## src/rtl/xpg_pkg.sv

```systemverilog
package xpg_pkg;
   localparam int ST_W        = 4;
   localparam int ST_PHY_PE   = 0;
   localparam int ST_MAC_PE   = 1;
   localparam int ST_CB_PE    = 2;
   localparam int ST_CB_CANCL = 3;
endpackage

```

## src/rtl/xpg_phy_rx.sv

```systemverilog
module xpg_phy_rx #(
   parameter int DW    = 8,
   parameter int CNT_W = 8
) (
   input  logic             clk,
   input  logic             rst_n,
   input  logic             en,
   input  logic [DW-1:0]    data,
   input  logic             par,
   input  logic             vld,
   input  logic             in_frame,
   output logic             err,
   output logic             cv,
   output logic             strip,
   output logic             fmt_err,
   output logic [CNT_W-1:0] lost
);
   localparam logic [CNT_W-1:0] CNT_MAX = {CNT_W{1'b1}};

   logic hit_frame;

   assign err       = en & vld & ~(^{data, par});
   assign hit_frame = err & in_frame;

   always_ff @(posedge clk) begin
      if (!rst_n) begin
         cv      <= 1'b0;
         strip   <= 1'b0;
         fmt_err <= 1'b0;
         lost    <= '0;
      end else begin
         cv      <= err;
         strip   <= hit_frame;
         fmt_err <= hit_frame;
         if (hit_frame && lost != CNT_MAX)
            lost <= lost + 1'b1;
      end
   end

   a_r4_lost_sat: assert property (@(posedge clk) disable iff (!rst_n)
      (lost == CNT_MAX) |=> (lost == CNT_MAX));
   a_r4_lost_step: assert property (@(posedge clk) disable iff (!rst_n)
      1'b1 |=> (lost == $past(lost) || lost == $past(lost) + 1'b1));
   a_r4_strip_in_frame: assert property (@(posedge clk) disable iff (!rst_n)
      strip |-> $past(in_frame));
endmodule

```

## src/rtl/xpg_mac_tx.sv

```systemverilog
module xpg_mac_tx #(
   parameter int DW = 8
) (
   input  logic          clk,
   input  logic          rst_n,
   input  logic          en,
   input  logic [DW-1:0] data,
   input  logic          par,
   input  logic          vld,
   input  logic          ack,
   output logic          err,
   output logic          abort,
   output logic          void_req
);
   assign err = en & vld & ack & ~(^{data, par});

   always_ff @(posedge clk) begin
      if (!rst_n) begin
         abort    <= 1'b0;
         void_req <= 1'b0;
      end else begin
         abort    <= err;
         void_req <= abort;
      end
   end

   a_r5_no_abort_without_ack: assert property (@(posedge clk) disable iff (!rst_n)
      !ack |=> !abort);
   a_r6_void_follows_abort: assert property (@(posedge clk) disable iff (!rst_n)
      abort |=> void_req);
endmodule

```

## src/rtl/xpg_cb_port.sv

```systemverilog
module xpg_cb_port #(
   parameter int DW = 8
) (
   input  logic          clk,
   input  logic          rst_n,
   input  logic          en,
   input  logic          wr,
   input  logic [DW-1:0] wdata,
   input  logic          wpar,
   output logic          err,
   output logic          reg_wr,
   output logic [DW-1:0] reg_wdata,
   input  logic [DW-1:0] rdata,
   output logic          rpar
);
   assign err  = en & wr & ~(^{wdata, wpar});
   assign rpar = ~(^rdata);

   always_ff @(posedge clk) begin
      if (!rst_n) begin
         reg_wr    <= 1'b0;
         reg_wdata <= '0;
      end else begin
         reg_wr    <= wr & ~err;
         reg_wdata <= wdata;
      end
   end

   a_r7_cancel_blocks_write: assert property (@(posedge clk) disable iff (!rst_n)
      err |=> !reg_wr);
   a_r8_plain_write_passes: assert property (@(posedge clk) disable iff (!rst_n)
      (wr && !en) |=> reg_wr);
endmodule

```

## src/rtl/xpg_status.sv

```systemverilog
module xpg_status #(
   parameter int W        = 4,
   parameter bit SET_PRIO = 1'b1
) (
   input  logic         clk,
   input  logic         rst_n,
   input  logic [W-1:0] set,
   input  logic [W-1:0] clr,
   output logic [W-1:0] q
);
   logic [W-1:0] nxt;

   generate
      if (SET_PRIO) begin : g_set_wins
         assign nxt = (q & ~clr) | set;
      end else begin : g_clr_wins
         assign nxt = (q | set) & ~clr;
      end
   endgenerate

   always_ff @(posedge clk) begin
      if (!rst_n) q <= '0;
      else        q <= nxt;
   end

   a_r10_sticky: assert property (@(posedge clk) disable iff (!rst_n)
      ((q & ~clr) != '0) |=> ((q & $past(q & ~clr)) == $past(q & ~clr)));
endmodule

```

## src/rtl/xpg_parity_guard.sv

```systemverilog
module xpg_parity_guard #(
   parameter int DW       = 8,
   parameter int CNT_W    = 8,
   parameter bit SET_PRIO = 1'b1
) (
   input  logic                   clk,
   input  logic                   rst_n,
   input  logic                   en_phy_par,
   input  logic                   en_mac_par,
   input  logic                   en_cb_par,
   input  logic [DW-1:0]          ptx_data,
   input  logic                   ptx_vld,
   output logic [DW-1:0]          ptx_data_q,
   output logic                   ptx_par_q,
   output logic                   ptx_vld_q,
   input  logic [DW-1:0]          prx_data,
   input  logic                   prx_par,
   input  logic                   prx_vld,
   input  logic                   prx_in_frame,
   output logic                   prx_cv,
   output logic                   prx_strip,
   output logic                   prx_fmt_err,
   output logic [CNT_W-1:0]       lost_cnt,
   input  logic [DW-1:0]          mtx_data,
   input  logic                   mtx_par,
   input  logic                   mtx_vld,
   input  logic                   mtx_ack,
   output logic                   mtx_abort,
   output logic                   void_req,
   input  logic                   cb_wr,
   input  logic [DW-1:0]          cb_wdata,
   input  logic                   cb_wpar,
   output logic                   reg_wr,
   output logic [DW-1:0]          reg_wdata,
   input  logic [DW-1:0]          reg_rdata,
   output logic                   cb_rpar,
   input  logic [xpg_pkg::ST_W-1:0] stat_clr,
   output logic [xpg_pkg::ST_W-1:0] status
);
   import xpg_pkg::*;

   generate
      if (DW < 1) begin : g_bad_dw
         $error("xpg_parity_guard: DW must be at least 1");
      end
      if (CNT_W < 1) begin : g_bad_cnt
         $error("xpg_parity_guard: CNT_W must be at least 1");
      end
   endgenerate

   logic             phy_err, mac_err, cb_err;
   logic [ST_W-1:0]  st_set;

   always_ff @(posedge clk) begin
      if (!rst_n) begin
         ptx_data_q <= '0;
         ptx_par_q  <= 1'b1;
         ptx_vld_q  <= 1'b0;
      end else begin
         ptx_data_q <= ptx_data;
         ptx_par_q  <= ~(^ptx_data);
         ptx_vld_q  <= ptx_vld;
      end
   end

   xpg_phy_rx #(.DW(DW), .CNT_W(CNT_W)) u_phy_rx (
      .clk(clk), .rst_n(rst_n), .en(en_phy_par), .data(prx_data), .par(prx_par),
      .vld(prx_vld), .in_frame(prx_in_frame), .err(phy_err), .cv(prx_cv),
      .strip(prx_strip), .fmt_err(prx_fmt_err), .lost(lost_cnt));

   xpg_mac_tx #(.DW(DW)) u_mac_tx (
      .clk(clk), .rst_n(rst_n), .en(en_mac_par), .data(mtx_data), .par(mtx_par),
      .vld(mtx_vld), .ack(mtx_ack), .err(mac_err), .abort(mtx_abort),
      .void_req(void_req));

   xpg_cb_port #(.DW(DW)) u_cb_port (
      .clk(clk), .rst_n(rst_n), .en(en_cb_par), .wr(cb_wr), .wdata(cb_wdata),
      .wpar(cb_wpar), .err(cb_err), .reg_wr(reg_wr), .reg_wdata(reg_wdata),
      .rdata(reg_rdata), .rpar(cb_rpar));

   always_comb begin
      st_set              = '0;
      st_set[ST_PHY_PE]   = phy_err;
      st_set[ST_MAC_PE]   = mac_err;
      st_set[ST_CB_PE]    = cb_err;
      st_set[ST_CB_CANCL] = cb_err;
   end

   xpg_status #(.W(ST_W), .SET_PRIO(SET_PRIO)) u_status (
      .clk(clk), .rst_n(rst_n), .set(st_set), .clr(stat_clr), .q(status));

   a_r2_tx_odd: assert property (@(posedge clk) disable iff (!rst_n)
      ptx_vld_q |-> (^{ptx_data_q, ptx_par_q}) == 1'b1);
   a_r9_read_odd: assert property (@(posedge clk) disable iff (!rst_n)
      (^{reg_rdata, cb_rpar}) == 1'b1);
endmodule

```

## config.mk

```make
export PLATFORM = sky130hd
export DESIGN_NAME = xpg_parity_guard
export DESIGN_NICKNAME = d
export VERILOG_FILES = /design/src/rtl/xpg_pkg.sv /design/src/rtl/xpg_phy_rx.sv /design/src/rtl/xpg_mac_tx.sv /design/src/rtl/xpg_cb_port.sv /design/src/rtl/xpg_status.sv /design/src/rtl/xpg_parity_guard.sv
export SDC_FILE = /design/constraint.sdc
export NUM_CORES = 1
export LEC_CHECK = 0
export ABC_AREA = 1
export BUFFER_PORTS_ARGS = -buffer_cell sky130_fd_sc_hd__buf_2
export CELL_PAD_IN_SITES_DETAIL_PLACEMENT = 1
export CELL_PAD_IN_SITES_GLOBAL_PLACEMENT = 1
export CORE_AREA = 2 2 88 90
export CTS_BUF_LIST = sky130_fd_sc_hd__clkbuf_8
export DETAILED_ROUTE_END_ITERATION = 8
export DIE_AREA = 0 0 90 92
export GPL_ROUTABILITY_DRIVEN = 0
export PLACE_DENSITY = 0.84
export SKIP_CTS_REPAIR_TIMING = 1
export SLEW_MARGIN = 25
export SYNTH_ARGS = -nofsm -noshare
export SYNTH_HDL_FRONTEND = slang
export SYNTH_HIERARCHICAL = 1
export SYNTH_SLANG_ARGS = --single-unit
```

## constraint.sdc

```tcl
create_clock -name clk -period 1.3 [get_ports clk]
set_input_delay 0.065 -clock clk [delete_from_list [all_inputs] [get_ports clk]]
set_output_delay 0.065 -clock clk [all_outputs]
set_load 0.02 [all_outputs]
```

**After elaboration in Yosys (flattened, before gate mapping)**

Index checks and enable logic that the tools add are counted.

- Reductions and logical operators: 6
- Bitwise logic cells: 18
- Shift-type cells: 0
- Eq/ne operators: 1
- Multiply operators: 0
- Mux-type cells: 0
- Add/subtract/negate cells: 1
- Divide/modulo/power cells: 0
- $lt $le $gt $ge: 0

Operators by type and width:

| kind | number |
|---|---|
| $reduce_xor 9->1 | 3 |
| $reduce_xor 8->1 | 2 |
| $and 1x1->1 | 9 |
| $add 8x1->8 const B | 1 |
| $ne 8x8->1 const B | 1 |
| $not 1->1 | 6 |
| $and 4x4->4 | 1 |
| $not 4->4 | 1 |
| $or 4x4->4 | 1 |
| $logic_and 1x1->1 | 1 |

- RAM bits: 0
- Bits of input ports: 58
- Bits in read-only memories: 0
- Word-level logic and storage cells: 37
- Memories: 0
- Bits in registers: 35
- Latch bits: 0

**Logic depth before layout (Yosys ltp)**

Gate-level depths: netlist of the first run.

- Depth in word-level cells: 5
- Depth in mapped cells: 13

**Cells and area by module**

The synthesis of the first run kept the hierarchy.

Modules (own cells, without submodules):

| module | cells an instance | sequential area each (µm²) | instances | area each (µm²) |
|---|---|---|---|---|
| xpg_phy_rx | 116 | 200.2 | 1 | 732.0 |
| xpg_cb_port | 74 | 180.2 | 1 | 493.0 |
| xpg_parity_guard | 73 | 200.2 | 1 | 445.4 |
| xpg_mac_tx | 44 | 40.0 | 1 | 229.0 |
| xpg_status | 21 | 80.1 | 1 | 148.9 |

**Worst setup path before layout of the first run**

No wires, ideal clock.

- Kind: register -> register
- Start: register u_phy_rx.lost[1]
- End: register u_phy_rx.lost[5]
- Arrival: 1.437 ns
- Cell stages (with the launch flop): 11
- Setup slack: -0.250 ns
- Clock period less this slack: 1.550 ns
- Path through: dfxtp_1 ha_1 nand2_1 nor3_2 nand3_2 nand2_1 nor2_1 nand4_1 nand2_1 inv_1 nor2_1

- Word-level cells in the longest chain between the ends: 2
- Elaborated cells between the ends (all ways): 3
- Those cells by class: add/sub: 1; eq/ne: 1; reduce/logical: 1

Ends and longest elaborated chain:

| element | RTL line | RTL |
|---|---|---|
| start, declared | xpg_phy_rx.sv:16 | `output logic [CNT_W-1:0] lost` |
| start signal, assigned | xpg_phy_rx.sv:36 | `lost <= lost + 1'b1;` |
| parallel branches: the longest is 2 deep, another holds $add 8x1->8 | -- |  |

Several ways; the timed one is not identified.
A chain may end at the register's enable or synchronous reset.

**Final worst setup path of the first run**

- Start: register u_phy_rx.lost[1]
- End: register u_phy_rx.lost[0]

- Word-level cells in the longest chain between the ends: 2

Ends and longest elaborated chain:

| element | RTL line | RTL |
|---|---|---|
| $ne 8x8->1 | xpg_phy_rx.sv:35 | `if (hit_frame && lost != CNT_MAX)` |
| $logic_and 1x1->1 | xpg_phy_rx.sv:35 |  |

Every way passes these cells.

==> results.json, run 1 <==
{
  "run_status": "finished, violations left",
  "violations": "negative hold slack, negative setup slack",
  "dp_hpwl_mm": 4.762,
  "synth.net_count": 387,
  "final_common_cell": "nand2_1",
  "track_usage_pct": 14.14,
  "ir_worst_vdd_mv": 0.4412,
  "worstPathRequired_ps": 1470,
  "cts.sinks": 35,
  "worst_pin_slew_ps": 276.1,
  "pre_cts_slack_ps": -218.2,
  "cts_root_buf": "clkbuf_8",
  "finalMaxSlewViolations": 0,
  "drtPass1Iterations": 4,
  "grt_pass1_vias": 2342,
  "die_w_um": 90,
  "antenna_found_initial": 0,
  "cp_slowest_cell": "dfxtp_4",
  "route.detailed.drc": 0,
  "crit_path_start_kind": "flop",
  "hp-class": "in2reg",
  "die_h_um": 92,
  "core_area_sq_mm": 0.007447,
  "placed_area_sq_mm": 0.002709,
  "fin_worst_skew_ps": 2.674,
  "p_per_area_mw_per_mm2": 939.7,
  "endpoint_kind": "flop",
  "viasPerCell": 4.126,
  "wirelength_mm": 5.648,
  "drive_above_1_share_pct": 32.27,
  "utilization_pct": 38.19,
  "slew_headroom_pct": 81.45,
  "synthesis.area_sq_mm": 0.002048,
  "die_area_sq_mm": 0.008280,
  "final_cell_mix": "121 x nand2_1, 94 x buf_2, 77 x inv_1",
  "final-setup-viol-count": 8,
  "worstSkewPairLatency_ps": 280,
  "htree_levels": 2,
  "num_rows": 32,
  "fin_crit_ps": 1458,
  "cpLargestDelayFamily": "simple AND/OR/NAND/NOR gates",
  "p_leak_nw": 1.814,
  "hold_viol": 1,
  "worstPathArrival_ps": 1630,
  "postRouteAntennaNets": 0,
  "crit_type": "reg2reg",
  "dr.first_iter.drc_count": 41,
  "finalNetCount": 495,
  "ys_seq_area_share_pct": 34.21,
  "start_util_pct": 27.50,
  "hold_slack_ps": -12.89,
  "numCtsBuffers": 5,
  "overflow": 0,
  "vias": 2224,
  "post_synth_num_cell_types": 23,
  "route.detailed.wl_per_inst_um": 10.48,
  "timing.final.crit_share_pct": 112.2,
  "ys_ff_latch": 35,
  "syn2layout_area_growth_pct": 38.85,
  "grt_pass1_wl_mm": 9.804,
  "cpPeakStageDelay_ps": 370,
  "crit_chain": "ha_4 > nand2_4 > nor3_4 > nand3_2 > buf_4 > nand4_4 > nand2_1 > nand2_1 > nor2_1",
  "cp.buffers_inverters": 1,
  "cap_violations": 0,
  "design_area_sq_mm": 0.002844,
  "antenna_cells": 0,
  "io_buffers": 94,
  "setup_ws_ps": -158.1,
  "io_pins": 95,
  "cts_tree": "done",
  "grt_max_degree": 13,
  "max_freq_mhz": 685.8,
  "critPathMaxFanout": 6,
  "worst_path_most_repeated_cell": "nand2_1",
  "rsz0062_at_grt": "yes",
  "clk_pin_slew_ps": 70,
  "yosysWarningCount": 6,
  "syn_inst": 328,
  "clock_path_buffers": 2,
  "syn_avg_cell_area_sq_um": 6.245
}
==> power by group <==
part | switching, mW | internal, mW | total (mW)
Combinational | 0.398 | 0.262 | 0.660
Sequential | 0.0183 | 1.12 | 1.14
Clock | 0.399 | 0.476 | 0.875
Total | 0.815 | 1.86 | 2.67
==> routing by layer <==
| metal | vias up | wire length [um] | track usage, % |
|---|---|---|---|
| li1 | 1155 | - | - |
| met1 | 1009 | 2183 | 14.39 |
| met2 | 56 | 3105 | 28.76 |
| met3 | 4 | 318 | 3.533 |
| met4 | 0 | 40 | 2.949 |
| met5 | - | 0 | 0 |
==> stage by stage <==
stage | power [mW] | setup TNS [ps] | std cells
6_report | 2.673 | -938.1 | 539
5_1_grt | 2.840 | -1682 | 539
4_1_cts | 2.719 | -1042 | 535
3_5_place_dp | 1.829 | -877.9 | 527
3_3_place_gp | 1.796 | -148.5 | 527
2_1_floorplan | 1.570 | -276.8 | 328
==> cell type report <==
type	count	area (sq um)
multi-input cells	209	1054
well taps	102	127.6
clock buffers	7	96.34
repair buffers	104	550.5
inverters	81	304.0
flip-flops and latches	35	708.2
fillers	1012	4603
clock inverters	1	3.754
==> worst paths after layout <==
path	to	slack, ps	from	cells past startpoint
worst max register to register	u_phy_rx/lost[0]$_SDFFE_PN0P_	-160	u_phy_rx/lost[1]$_SDFFE_PN0P_	9
worst min register to register	u_mac_tx/void_req$_SDFF_PN0_	440	u_mac_tx/abort$_SDFF_PN0_	2
worst min-delay path	u_cb_port/reg_wdata[4]$_SDFF_PN0_	-10	cb_wdata[4]	3
worst max-delay path	u_phy_rx/lost[0]$_SDFFE_PN0P_	-160	u_phy_rx/lost[1]$_SDFFE_PN0P_	9
==> flip-flops by register name, indices dropped and copies added, names as in the netlist <==
| name | flops |
|---|---|
| u_cb_port/reg_wdata | 8 |
| u_phy_rx/fmt_err | 1 |
| ptx_data_q | 8 |
| u_mac_tx/void_req | 1 |
| u_phy_rx/cv | 1 |
| u_cb_port/reg_wr | 1 |
| u_mac_tx/abort | 1 |
| ptx_par_q | 1 |
| u_phy_rx/lost | 8 |
| ptx_vld_q | 1 |
| u_status/q | 4 |
==> cell families after synthesis <==
kind of cell / share of synthesized area [%]
compound gates: 2.749
buf+inv: 15.76
flops: 34.21
xor+xnor: 7.697
simple gates: 38.97
fa+ha+maj: 0.6108
==> tightest hold or removal path: stages <==
cell and delay [ps]:
buf_2 90, nand2_1 40, inv_1 40
==> Yosys cell counts <==
cell	instances	area, sq um
clkbuf_1	1	3.750
nor2_1	22	82.58
a31oi_1	1	6.260
nand3_1	7	35.03
nand2_1	123	461.7
nand2_4	1	11.26
ha_1	1	12.51
nand3_2	4	40.04
buf_4	2	15.01
nor2_2	3	18.77
xnor2_1	10	87.58
o21bai_1	4	30.03
inv_1	76	285.3
dfxtp_1	35	700.7
xor2_1	8	70.07
nand4_1	6	37.54
nor3_2	1	10.01
nand2_2	12	75.07
nand4_4	1	21.27
a21oi_1	4	20.02
nor3_1	1	5.000
clkinv_1	1	3.750
inv_2	4	15.01
(Power assumes the default switching activity.)
==> inputs of run 2 (changes only) <==
- CELL_PAD_IN_SITES_DETAIL_PLACEMENT: 1 -> 0
==> run 2 against run 1 <==
The run still ends with negative hold slack, negative setup slack left; count of clock-buffer cells in the layout decreased by 2; register-to-register slack improved by 100 ps; sequential share of layout area shrank 0.23 points; combinational power down 2%; power is 3.9% higher; die area did not move; design area increased by 0.92%; worst hold slack got worse by 6.5 ps; first-iteration DRC count fell by 15%; critical path depth did not move; via count decreased by 5.0%; critical endpoint is now u_phy_rx/lost[1]$_SDFFE_PN0P_; largest cell class unchanged.
==> results.json, run 2 (synthesized netlist as in run 1, its figures left out) <==
{
  "worstPathRequired_ps": 1480,
  "grt_max_degree": 13,
  "hp-class": "in2reg",
  "grt_pass1_wl_mm": 7.748,
  "dp_hpwl_mm": 3.796,
  "rr_endpoint": "u_phy_rx/lost[1]$_SDFFE_PN0P_",
  "p_int_mw": 1.954,
  "whs_path_depth": 3,
  "cts_root_buf": "clkbuf_8",
  "viasPerCell": 3.918,
  "cap_violations": 0,
  "io_buffers": 94,
  "start_util_pct": 27.50,
  "pwr-share-clk_pct": 35.8,
  "cpLargestDelayFamily": "simple AND/OR/NAND/NOR gates",
  "cp.buffers_inverters": 1,
  "violations": "negative hold slack, negative setup slack",
  "num_rows": 32,
  "die_area_sq_mm": 0.008280,
  "max_freq_mhz": 737.7,
  "min-delay-start": "cb_wdata[4]",
  "worstSkewPairLatency_ps": 280,
  "worst_pin_slew_ps": 257.1,
  "rrSetupSlack_ps": -60,
  "syn2layout_area_growth_pct": 40.13,
  "overflow": 0,
  "final_cell_mix": "120 x nand2_1, 94 x buf_2, 75 x inv_1",
  "die_w_um": 90,
  "clk_pin_slew_ps": 80,
  "hold_viol": 2,
  "final_common_cell": "nand2_1",
  "cpPeakStageDelay_ps": 370,
  "vias": 2112,
  "htree_levels": 2,
  "io_pins": 95,
  "core_area_sq_mm": 0.007447,
  "hold_slack_ps": -19.36,
  "finalMaxSlewViolations": 0,
  "timing.rr.start": "u_phy_rx/lost[0]$_SDFFE_PN0P_",
  "worst_path_most_repeated_cell": "nand2_1",
  "slew_headroom_pct": 82.84,
  "route.detailed.drc": 0,
  "hold_path_end": "u_cb_port/reg_wdata[4]$_SDFF_PN0_",
  "p_per_area_mw_per_mm2": 967.5,
  "postRouteAntennaNets": 0,
  "setup_tns_ps": -274.6,
  "worstPathArrival_ps": 1530,
  "critPathMaxFanout": 6,
  "endpoint_kind": "flop",
  "p_sw_share_pct": 29.64,
  "cp_slowest_cell": "dfxtp_4",
  "timing.final.crit_share_pct": 104.3,
  "pre_cts_slack_ps": -101.2,
  "wirelength_mm": 4.580,
  "switchingPower_mw": 0.8231,
  "antenna_found_initial": 0,
  "antenna_cells": 0,
  "crit_path_start_kind": "flop",
  "dr.first_iter.drc_count": 35,
  "setup_ws_ps": -55.57,
  "fin_crit_ps": 1356,
  "final-setup-viol-count": 7,
  "track_usage_pct": 11.22,
  "nFillCells": 813,
  "reg_top3": "ptx_data_q (8), u_cb_port/reg_wdata (8), u_phy_rx/lost (8)",
  "cts_tree": "done",
  "drive_above_1_share_pct": 32.72,
  "seq_power_share_pct": 40.9,
  "drtPass1Iterations": 4,
  "combPwrFrac_pct": 23.3,
  "crit_type": "reg2reg",
  "run_status": "finished, violations left",
  "rsz0062_at_grt": "yes",
  "numCtsBuffers": 5,
  "clock_path_buffers": 2,
  "grt_pass1_vias": 1934,
  "r2r.worst_path.cells": 9,
  "p_leak_nw": 1.808,
  "ir_worst_vdd_mv": 0.3949,
  "die_h_um": 92,
  "fin_worst_skew_ps": 2.215,
  "cts.sinks": 35,
  "crit_chain": "ha_4 > nand2_4 > nor3_4 > nand3_2 > buf_6 > nand4_4 > nand2_1 > nand2_1 > nor2_1",
  "finalNetCount": 495,
  "route.detailed.wl_per_inst_um": 8.497
}
run 2: changes by cell type in the layout (fill, tap and decap cells not counted), sizes merged:
cell	before	now
clkbuf	7	5
bufinv	0	1
clkinv	0	3
inv	82	80
buf	102	101
dlygate4sd3	2	3
run 2: per-stage QoR:
step / std cells / util (%) / power, mW / area [sq um]
3_3_place_gp: 527 / 36.37 / 1.796 / 2709
3_5_place_dp: 527 / 36.37 / 1.810 / 2709
2_1_floorplan: 328 / - / 1.570 / 2085
6_report: 539 / 38.54 / 2.777 / 2870
4_1_cts: 535 / 37.89 / 2.818 / 2821
5_1_grt: 539 / 38.54 / 2.959 / 2870
run 2: worst max-delay path by stage:
stage | startpoint | to | cells after the start
finish | u_phy_rx/lost[0]$_SDFFE_PN0P_ | u_phy_rx/lost[1]$_SDFFE_PN0P_ | 9
detailed placement | u_phy_rx/lost[1]$_SDFFE_PN0P_ | u_phy_rx/lost[7]$_SDFFE_PN0P_ | 10
global route | u_phy_rx/lost[0]$_SDFFE_PN0P_ | u_phy_rx/lost[4]$_SDFFE_PN0P_ | 8
floorplan | u_phy_rx/lost[1]$_SDFFE_PN0P_ | u_phy_rx/lost[5]$_SDFFE_PN0P_ | 10
CTS | u_phy_rx/lost[1]$_SDFFE_PN0P_ | u_phy_rx/lost[7]$_SDFFE_PN0P_ | 10
global placement | u_phy_rx/lost[1]$_SDFFE_PN0P_ | u_phy_rx/lost[5]$_SDFFE_PN0P_ | 10
run 2: final cells by class:
type	instances	area, sq um	area share, %
Inverter	81	304.0	10.59
Sequential cell	35	708.2	24.67
Timing Repair Buffer	104	556.8	19.40
Clock inverter	3	43.79	1.526
Clock buffer	5	68.82	2.398
Tap cell	102	127.6	4.446
Multi-Input combinational cell	209	1061	36.97
run 2: tightest hold or removal path, stage by stage:
cell,delay (ps)
buf_2,90
nand2_1,50
inv_1,40
run 2: power groups by stage:
stage               Combinational, mW  Clock [mW]  Sequential, mW
floorplan                       0.345           0            1.22
global placement                0.637           0            1.16
detailed placement              0.649           0            1.16
CTS                             0.650        1.03            1.14
global route                    0.730        1.09            1.14
finish                          0.648       0.993            1.14
run 2: routing by layer:
| metal | share of wire (%) | track usage (%) | vias up | routed length [um] |
|---|---|---|---|---|
| met5 | 0 | 0 | - | 0 |
| met4 | 0.37 | 3.077 | 0 | 17 |
| met3 | 7.1 | 3.451 | 3 | 324 |
| met2 | 50 | 20.86 | 61 | 2300 |
| met1 | 42 | 12.30 | 893 | 1938 |
| li1 | - | - | 1155 | - |
